--- src/rtl/shs_pkg.sv ---
`timescale 1ns/1ps
package shs_pkg;

  typedef enum logic [2:0] {
    ST_INS  = 3'd0,
    ST_WR   = 3'd1,
    ST_TURN = 3'd2,
    ST_RD   = 3'd3,
    ST_DONE = 3'd4
  } shs_state_e;

  localparam int unsigned CMD_W = 2;
  localparam logic [CMD_W-1:0] CMD_READ  = 2'b00;
  localparam logic [CMD_W-1:0] CMD_WRITE = 2'b01;

endpackage

--- src/rtl/shs_rx.sv ---
`timescale 1ns/1ps
module shs_rx #(
  parameter int unsigned INS_W  = 12,
  parameter int unsigned DATA_W = 12,
  parameter int unsigned LANES  = 4
) (
  input  logic                    clk,
  input  logic                    rst_n,
  input  logic                    mode4,
  input  logic [LANES-1:0]        sdi,
  input  logic                    ins_en,
  input  logic                    dat_en,
  output logic [shs_pkg::CMD_W-1:0] cmd_nxt,
  output logic [INS_W-1:0]        ins_q,
  output logic [DATA_W-1:0]       dat_q
);

  logic [INS_W-1:0]  ins_d;
  logic [DATA_W-1:0] dat_d;

  // Least significant beat first: new beats enter at the top and move down.
  generate
    if (LANES > 1) begin : g_multi
      assign ins_d = mode4 ? {sdi, ins_q[INS_W-1:LANES]}  : {sdi[0], ins_q[INS_W-1:1]};
      assign dat_d = mode4 ? {sdi, dat_q[DATA_W-1:LANES]} : {sdi[0], dat_q[DATA_W-1:1]};
    end else begin : g_single
      logic unused_mode;
      assign unused_mode = mode4;
      assign ins_d = {sdi[0], ins_q[INS_W-1:1]};
      assign dat_d = {sdi[0], dat_q[DATA_W-1:1]};
    end
  endgenerate

  assign cmd_nxt = ins_d[shs_pkg::CMD_W-1:0];

  always_ff @(posedge clk or negedge rst_n) begin
    if (!rst_n) begin
      ins_q <= '0;
    end else if (ins_en) begin
      ins_q <= ins_d;
    end
  end

  always_ff @(posedge clk or negedge rst_n) begin
    if (!rst_n) begin
      dat_q <= '0;
    end else if (dat_en) begin
      dat_q <= dat_d;
    end
  end

endmodule

--- src/rtl/shs_ctrl.sv ---
`timescale 1ns/1ps
module shs_ctrl
  import shs_pkg::*;
#(
  parameter int unsigned INS_W  = 12,
  parameter int unsigned DATA_W = 12,
  parameter int unsigned LANES  = 4
) (
  input  logic             clk,
  input  logic             rst_n,
  input  logic             frm,
  input  logic             mode4,
  input  logic [CMD_W-1:0] cmd_nxt,
  output logic             ins_en,
  output logic             dat_en,
  output logic             tx_load,
  output logic             tx_shift,
  output logic             rd_active,
  output logic             we
);

  localparam int unsigned MAXB  = (INS_W > DATA_W) ? INS_W : DATA_W;
  localparam int unsigned CNT_W = $clog2(MAXB + 1);
  localparam logic [CNT_W-1:0] IB1_LAST = CNT_W'(INS_W - 1);
  localparam logic [CNT_W-1:0] IB4_LAST = CNT_W'(INS_W / LANES - 1);
  localparam logic [CNT_W-1:0] DB1_LAST = CNT_W'(DATA_W - 1);
  localparam logic [CNT_W-1:0] DB4_LAST = CNT_W'(DATA_W / LANES - 1);

  shs_state_e       st_q, st_d;
  logic [CNT_W-1:0] cnt_q, cnt_d;
  logic             we_q, we_d;
  logic [CNT_W-1:0] ins_last, dat_last;

  assign ins_last = mode4 ? IB4_LAST : IB1_LAST;
  assign dat_last = mode4 ? DB4_LAST : DB1_LAST;

  always_comb begin
    st_d     = st_q;
    cnt_d    = cnt_q;
    we_d     = 1'b0;
    ins_en   = 1'b0;
    dat_en   = 1'b0;
    tx_load  = 1'b0;
    tx_shift = 1'b0;
    if (!frm) begin
      st_d  = ST_INS;
      cnt_d = '0;
    end else begin
      unique case (st_q)
        ST_INS: begin
          ins_en = 1'b1;
          if (cnt_q == ins_last) begin
            cnt_d = '0;
            if (cmd_nxt == CMD_WRITE)     st_d = ST_WR;
            else if (cmd_nxt == CMD_READ) st_d = ST_TURN;
            else                          st_d = ST_DONE;
          end else begin
            cnt_d = cnt_q + 1'b1;
          end
        end
        ST_WR: begin
          dat_en = 1'b1;
          if (cnt_q == dat_last) begin
            we_d  = 1'b1;
            st_d  = ST_DONE;
            cnt_d = '0;
          end else begin
            cnt_d = cnt_q + 1'b1;
          end
        end
        ST_TURN: begin
          tx_load = 1'b1;
          st_d    = ST_RD;
          cnt_d   = '0;
        end
        ST_RD: begin
          tx_shift = 1'b1;
          if (cnt_q == dat_last) begin
            st_d  = ST_DONE;
            cnt_d = '0;
          end else begin
            cnt_d = cnt_q + 1'b1;
          end
        end
        default: begin
          st_d = ST_DONE;
        end
      endcase
    end
  end

  always_ff @(posedge clk or negedge rst_n) begin
    if (!rst_n) begin
      st_q  <= ST_INS;
      cnt_q <= '0;
      we_q  <= 1'b0;
    end else begin
      st_q  <= st_d;
      cnt_q <= cnt_d;
      we_q  <= we_d;
    end
  end

  assign we        = we_q;
  assign rd_active = (st_q == ST_RD);

  // the write strobe never lasts more than one cycle
  p_we_single_r3: assert property (@(posedge clk) disable iff (!rst_n)
    we_q |=> !we_q);

  // a strobe only follows an edge on which the frame was still high
  p_we_in_frame_r9: assert property (@(posedge clk) disable iff (!rst_n)
    we_q |-> $past(frm));

endmodule

--- src/rtl/shs_tx.sv ---
`timescale 1ns/1ps
module shs_tx #(
  parameter int unsigned DATA_W = 12,
  parameter int unsigned LANES  = 4
) (
  input  logic              clk,
  input  logic              rst_n,
  input  logic              mode4,
  input  logic              frm,
  input  logic              load,
  input  logic              shift,
  input  logic              rd_active,
  input  logic [DATA_W-1:0] rdata,
  output logic [LANES-1:0]  sdo,
  output logic [LANES-1:0]  sdo_oe
);

  logic [DATA_W-1:0] tx_q, tx_d;
  logic [LANES-1:0]  sdo_d, oe_d;

  always_comb begin
    tx_d = tx_q;
    if (load)       tx_d = rdata;
    else if (shift) tx_d = mode4 ? (tx_q >> LANES) : (tx_q >> 1);
  end

  always_ff @(posedge clk or negedge rst_n) begin
    if (!rst_n) tx_q <= '0;
    else        tx_q <= tx_d;
  end

  always_comb begin
    for (int i = 0; i < int'(LANES); i++) begin
      sdo_d[i] = (mode4 || i == 0) ? tx_q[i] : 1'b0;
      oe_d[i]  = rd_active && frm && (mode4 || i == 0);
    end
  end

  // Launch on the falling edge so data is settled at the next rising edge.
  always_ff @(negedge clk or negedge rst_n) begin
    if (!rst_n) begin
      sdo    <= '0;
      sdo_oe <= '0;
    end else begin
      sdo    <= sdo_d;
      sdo_oe <= oe_d;
    end
  end

  // narrow mode never enables more than one lane
  p_narrow_one_lane_r5: assert property (@(posedge clk) disable iff (!rst_n)
    !mode4 |-> ($countones(sdo_oe) <= 1));

endmodule

--- src/rtl/serial_host_slave.sv ---
`timescale 1ns/1ps
module serial_host_slave
  import shs_pkg::*;
#(
  parameter int unsigned ADDR_W = 10,
  parameter int unsigned DATA_W = 12,
  parameter int unsigned LANES  = 4
) (
  input  logic              ser_clk,
  input  logic              rst_n,
  input  logic              ser_frame,
  input  logic              wide_strap,
  input  logic [LANES-1:0]  ser_din,
  output logic [LANES-1:0]  ser_dout,
  output logic [LANES-1:0]  ser_oe,
  output logic [ADDR_W-1:0] reg_addr,
  output logic [DATA_W-1:0] reg_wdata,
  output logic              reg_we,
  input  logic [DATA_W-1:0] reg_rdata
);

  localparam int unsigned INS_W = CMD_W + ADDR_W;

  logic             rst_m, rst_s;
  logic             ins_en, dat_en, tx_load, tx_shift, rd_active;
  logic [CMD_W-1:0] cmd_nxt;
  logic [INS_W-1:0] ins_q;

  always_ff @(posedge ser_clk or negedge rst_n) begin
    if (!rst_n) begin
      rst_m <= 1'b0;
      rst_s <= 1'b0;
    end else begin
      rst_m <= 1'b1;
      rst_s <= rst_m;
    end
  end

  shs_rx #(.INS_W(INS_W), .DATA_W(DATA_W), .LANES(LANES)) i_rx (
    .clk     (ser_clk),
    .rst_n   (rst_s),
    .mode4   (wide_strap),
    .sdi     (ser_din),
    .ins_en  (ins_en),
    .dat_en  (dat_en),
    .cmd_nxt (cmd_nxt),
    .ins_q   (ins_q),
    .dat_q   (reg_wdata)
  );

  shs_ctrl #(.INS_W(INS_W), .DATA_W(DATA_W), .LANES(LANES)) i_ctrl (
    .clk       (ser_clk),
    .rst_n     (rst_s),
    .frm       (ser_frame),
    .mode4     (wide_strap),
    .cmd_nxt   (cmd_nxt),
    .ins_en    (ins_en),
    .dat_en    (dat_en),
    .tx_load   (tx_load),
    .tx_shift  (tx_shift),
    .rd_active (rd_active),
    .we        (reg_we)
  );

  shs_tx #(.DATA_W(DATA_W), .LANES(LANES)) i_tx (
    .clk       (ser_clk),
    .rst_n     (rst_s),
    .mode4     (wide_strap),
    .frm       (ser_frame),
    .load      (tx_load),
    .shift     (tx_shift),
    .rd_active (rd_active),
    .rdata     (reg_rdata),
    .sdo       (ser_dout),
    .sdo_oe    (ser_oe)
  );

  assign reg_addr = ins_q[INS_W-1:CMD_W];

  // a strobe only ever follows a received write command
  p_we_needs_write_r8: assert property (@(posedge ser_clk) disable iff (!rst_s)
    reg_we |-> (ins_q[CMD_W-1:0] == CMD_WRITE));

  // lanes are only driven after a received read command
  p_oe_needs_read_r4: assert property (@(posedge ser_clk) disable iff (!rst_s)
    (ser_oe != '0) |-> (ins_q[CMD_W-1:0] == CMD_READ));

  // strobe and drive never overlap
  p_we_no_drive_r10: assert property (@(posedge ser_clk) disable iff (!rst_s)
    reg_we |-> (ser_oe == '0));

endmodule

--- config.mk ---
export PLATFORM = sky130hd
export DESIGN_NAME = serial_host_slave
export DESIGN_NICKNAME = d
export VERILOG_FILES = /design/src/rtl/shs_pkg.sv /design/src/rtl/shs_rx.sv /design/src/rtl/shs_ctrl.sv /design/src/rtl/shs_tx.sv /design/src/rtl/serial_host_slave.sv
export SDC_FILE = /design/constraint.sdc
export NUM_CORES = 1
export LEC_CHECK = 0
export BUFFER_PORTS_ARGS = -buffer_cell sky130_fd_sc_hd__clkbuf_2
export CAP_MARGIN = 10
export CORE_MARGIN = 8
export CORE_UTILIZATION = 35
export DETAILED_ROUTE_END_ITERATION = 6
export MAX_ROUTING_LAYER = met4
export SLEW_MARGIN = 20
export SYNTH_ARGS = -nofsm -noshare
export SYNTH_HDL_FRONTEND = slang
export SYNTH_HIERARCHICAL = 1
export SYNTH_SLANG_ARGS = --single-unit
export TNS_END_PERCENT = 100
--- constraint.sdc ---
create_clock -name ser_clk -period 2.2 [get_ports ser_clk]
set_input_delay 0.11 -clock ser_clk [delete_from_list [all_inputs] [get_ports ser_clk]]
set_output_delay 0.11 -clock ser_clk [all_outputs]
set_load 0.02 [all_outputs]
==> flow_summary.rst <==
.. list-table::
   :header-rows: 1

   * - Metric
     - Value
   * - Total standard cell area after synthesis
     - 0.00252 mm2
   * - Synth Warn #
     - 6
   * - Cts bufs inserted
     - 5
   * - Clock Skews
     - 0.00477 ns
   * - Max VDD drop
     - 0.339 mV
   * - Synthesized area per cell
     - 10.9 um2
   * - Kind of capture point of the worst setup path
     - output port
   * - Vias in the first global route
     - 1817
   * - Number of buffer and inverter stages on the critical path
     - 1
   * - Mean number of vias per cell
     - 4.78
   * - Power density normalized to cell area
     - 1190 mW/mm2
   * - Worst flop-to-flop path startpoint
     - i_ctrl/st_q[1]
   * - Kind of cell adding the most delay to the critical path
     - flip-flops
   * - WP data arrival
     - 2.02 ns
   * - Final count of negative-setup-slack endpoints
     - 0
   * - Launching element of the worst setup path
     - i_tx/sdo_oe[1]
   * - CTS Sinks
     - 51
   * - Maximum fanout encountered on the critical timing path
     - 3
   * - Number of nets in the layout
     - 302
   * - H-Tree Depth
     - 2
   * - M1 WL
     - 2.59 mm
   * - Final ANT Viol Nets
     - 0
   * - Worst setup slack for register-to-register paths
     - 0.24 ns
   * - Cells traversed along the worst timing path
     - clkbuf_2
   * - Startpoint type of the worst setup path
     - flop
   * - RSZ-0062 raised after global routing
     - no
   * - Count of final max-slew check failures
     - 0
   * - Met2 wire length
     - 2.23 mm
   * - Critical Path RT
     - 2.09 ns
   * - Master cell of the clock root buffer
     - clkbuf_8
   * - Multi-input gate area
     - 0.00112 mm2
   * - Clock tree from TritonCTS
     - yes
   * - Share of the core filled with cells in the final layout
     - 42.3%
   * - Number of diodes added for antenna fixing
     - 0
   * - Cells on worst reg2reg path
     - 3
   * - Total count of hold-check failures in the final report
     - 0
   * - Global-route usage over all layers
     - 11.6%
   * - Count of input and output buffers
     - 50
   * - Top-level I/O count
     - 51
   * - Die Y
     - 101 um
   * - Max-cap violations
     - 0
   * - Final Hold Slack
     - 0.0155 ns
   * - X dimension of the die
     - 101 um
   * - Global placer's final weighted congestion
     - 0.832
   * - Highest metal layer with signal wires
     - met4
   * - Result of the run
     - finished, final reports clean
   * - Crit Path Category
     - flop to output port
   * - Largest net degree at the start of global routing
     - 26
   * - Antenna violations before repair
     - 0
   * - Signed area change from the synthesized netlist to the final layout
     - 19.4%
   * - Hold path startpoint
     - reg_rdata[6]
   * - Final design instance area without fill
     - 0.00300 mm2
   * - Filler instances
     - 699
   * - Via total after detailed routing
     - 1820
   * - Number of nets in the synthesized netlist
     - 251
   * - Overflow left after global routing
     - 0
   * - Worst hold-check path type
     - input pin to flop
   * - Global-route wire length before repair
     - 9.09 mm
   * - Die Area
     - 0.0102 mm2
   * - Critical-path cell with the highest stage delay
     - dfrtn_1
   * - DRT Wirelength
     - 5.36 mm
   * - Placed Area
     - 0.00286 mm2
   * - Buffers from clock root to sink, at most
     - 2
   * - Post-Route Setup TNS
     - 0 ns
   * - Slowest Stage Delay on Critical Path
     - 0.44 ns
   * - DPL Wire Length
     - 3.92 mm
   * - Clock slew seen by the registers of the worst setup and hold paths
     - 0.09 ns
   * - Share of cells above drive strength 1
     - 30.9%
   * - WHS Endpoint
     - i_tx/tx_q[6]
   * - Initial core utilization
     - 35.4%
   * - Average routed wire per standard cell
     - 14.1 um
   * - Worst hold path stage count
     - 3
   * - Drc violations
     - 0
   * - Drt first-iter violations
     - 56
   * - DR WL met3
     - 458 um
   * - Number of instances in the synthesized netlist
     - 230
   * - Latest clock arrival within the worst-skew pair
     - 0.30 ns
   * - Number of placement rows
     - 31
   * - Footprint of the flip-flops and latches
     - 0.00128 mm2
   * - Worst r2r dst
     - i_tx/sdo_oe[1]
   * - DRT Pass-1 Iters
     - 4
   * - Area of the placeable core
     - 0.00710 mm2
   * - Leakage power
     - 1.41 nW
==> sequential cells by signal, indices dropped and copies added, names as in the netlist <==
name,cells
i_rx/ins_q,11
i_ctrl/cnt_q,4
i_tx/sdo,4
i_tx/tx_q,12
rst_m,1
rst_s,1
i_rx/dat_q,12
i_tx/sdo_oe,2
i_ctrl/we,1
i_ctrl/st_q,3
==> worst min-delay path, stage by stage <==
cell and delay [ns]:
clkbuf_2 0.07, nand2_1 0.06, o211ai_2 0.05
==> where the power goes <==
part,internal [mW],switching [mW],leakage (nW)
registers,1.28,0.314,0.618
clock network,0.453,0.319,0.0644
logic,0.527,0.688,0.730
total,2.26,1.32,1.41
==> what timing repair did <==
action,in CTS,in global routing
hold buffers,1,0
resized for setup,0,1
endpoints found under the setup margin,0,1
hold endpoints to repair,2,0
setup buffers,0,0
==> metal layers <==
metal  vias up  track usage, %
met2        53            16.1
met5         -               -
li1        916               -
met1       845            14.9
met3         6            4.21
met4         0            4.19
==> layout make-up <==
| cell class | count | share of cell area (%) |
|---|---|---|
| clock buffers | 5 | 2.29 |
| clock inverters | 3 | 2.25 |
| inverters | 4 | 0.500 |
| multi-input cells | 158 | 37.2 |
| flip-flops and latches | 51 | 42.5 |
| well taps | 99 | 4.12 |
| repair buffers | 61 | 11.2 |
==> how the worst max path moves through the flow <==
stage	endpoint	cells past startpoint
after floorplan	i_tx/sdo_oe[1]	3
after global placement	i_tx/sdo_oe[1]	3
after detailed placement	i_tx/sdo_oe[1]	3
after CTS	ser_oe[1]	1
after global routing	ser_oe[1]	1
final	ser_oe[3]	1
==> through the flow <==
stage	cells	setup slack, ns	total power [mW]
after detailed placement	372	0.252	2.84
after global placement	372	0.267	2.81
final	381	0.0650	3.58
after floorplan	230	0.224	2.43
after CTS	381	0.0429	3.63
after global routing	381	0.00645	3.85
==> placed cells by master (no fill, tap or decap), types with 5 or more instances in the layout <==
| cell type | instances |
|---|---|
| clkbuf_8 | 5 |
| a21oi_1 | 23 |
| nor2_1 | 23 |
| o211ai_1 | 9 |
| nand2b_1 | 7 |
| buf_4 | 10 |
| dfrtn_1 | 6 |
| or3b_1 | 6 |
| nand2_1 | 11 |
| mux2i_1 | 29 |
| clkbuf_2 | 49 |
| and2_1 | 6 |
| dfrtp_1 | 44 |
| nor2b_1 | 6 |
(Power assumes the default switching activity.)
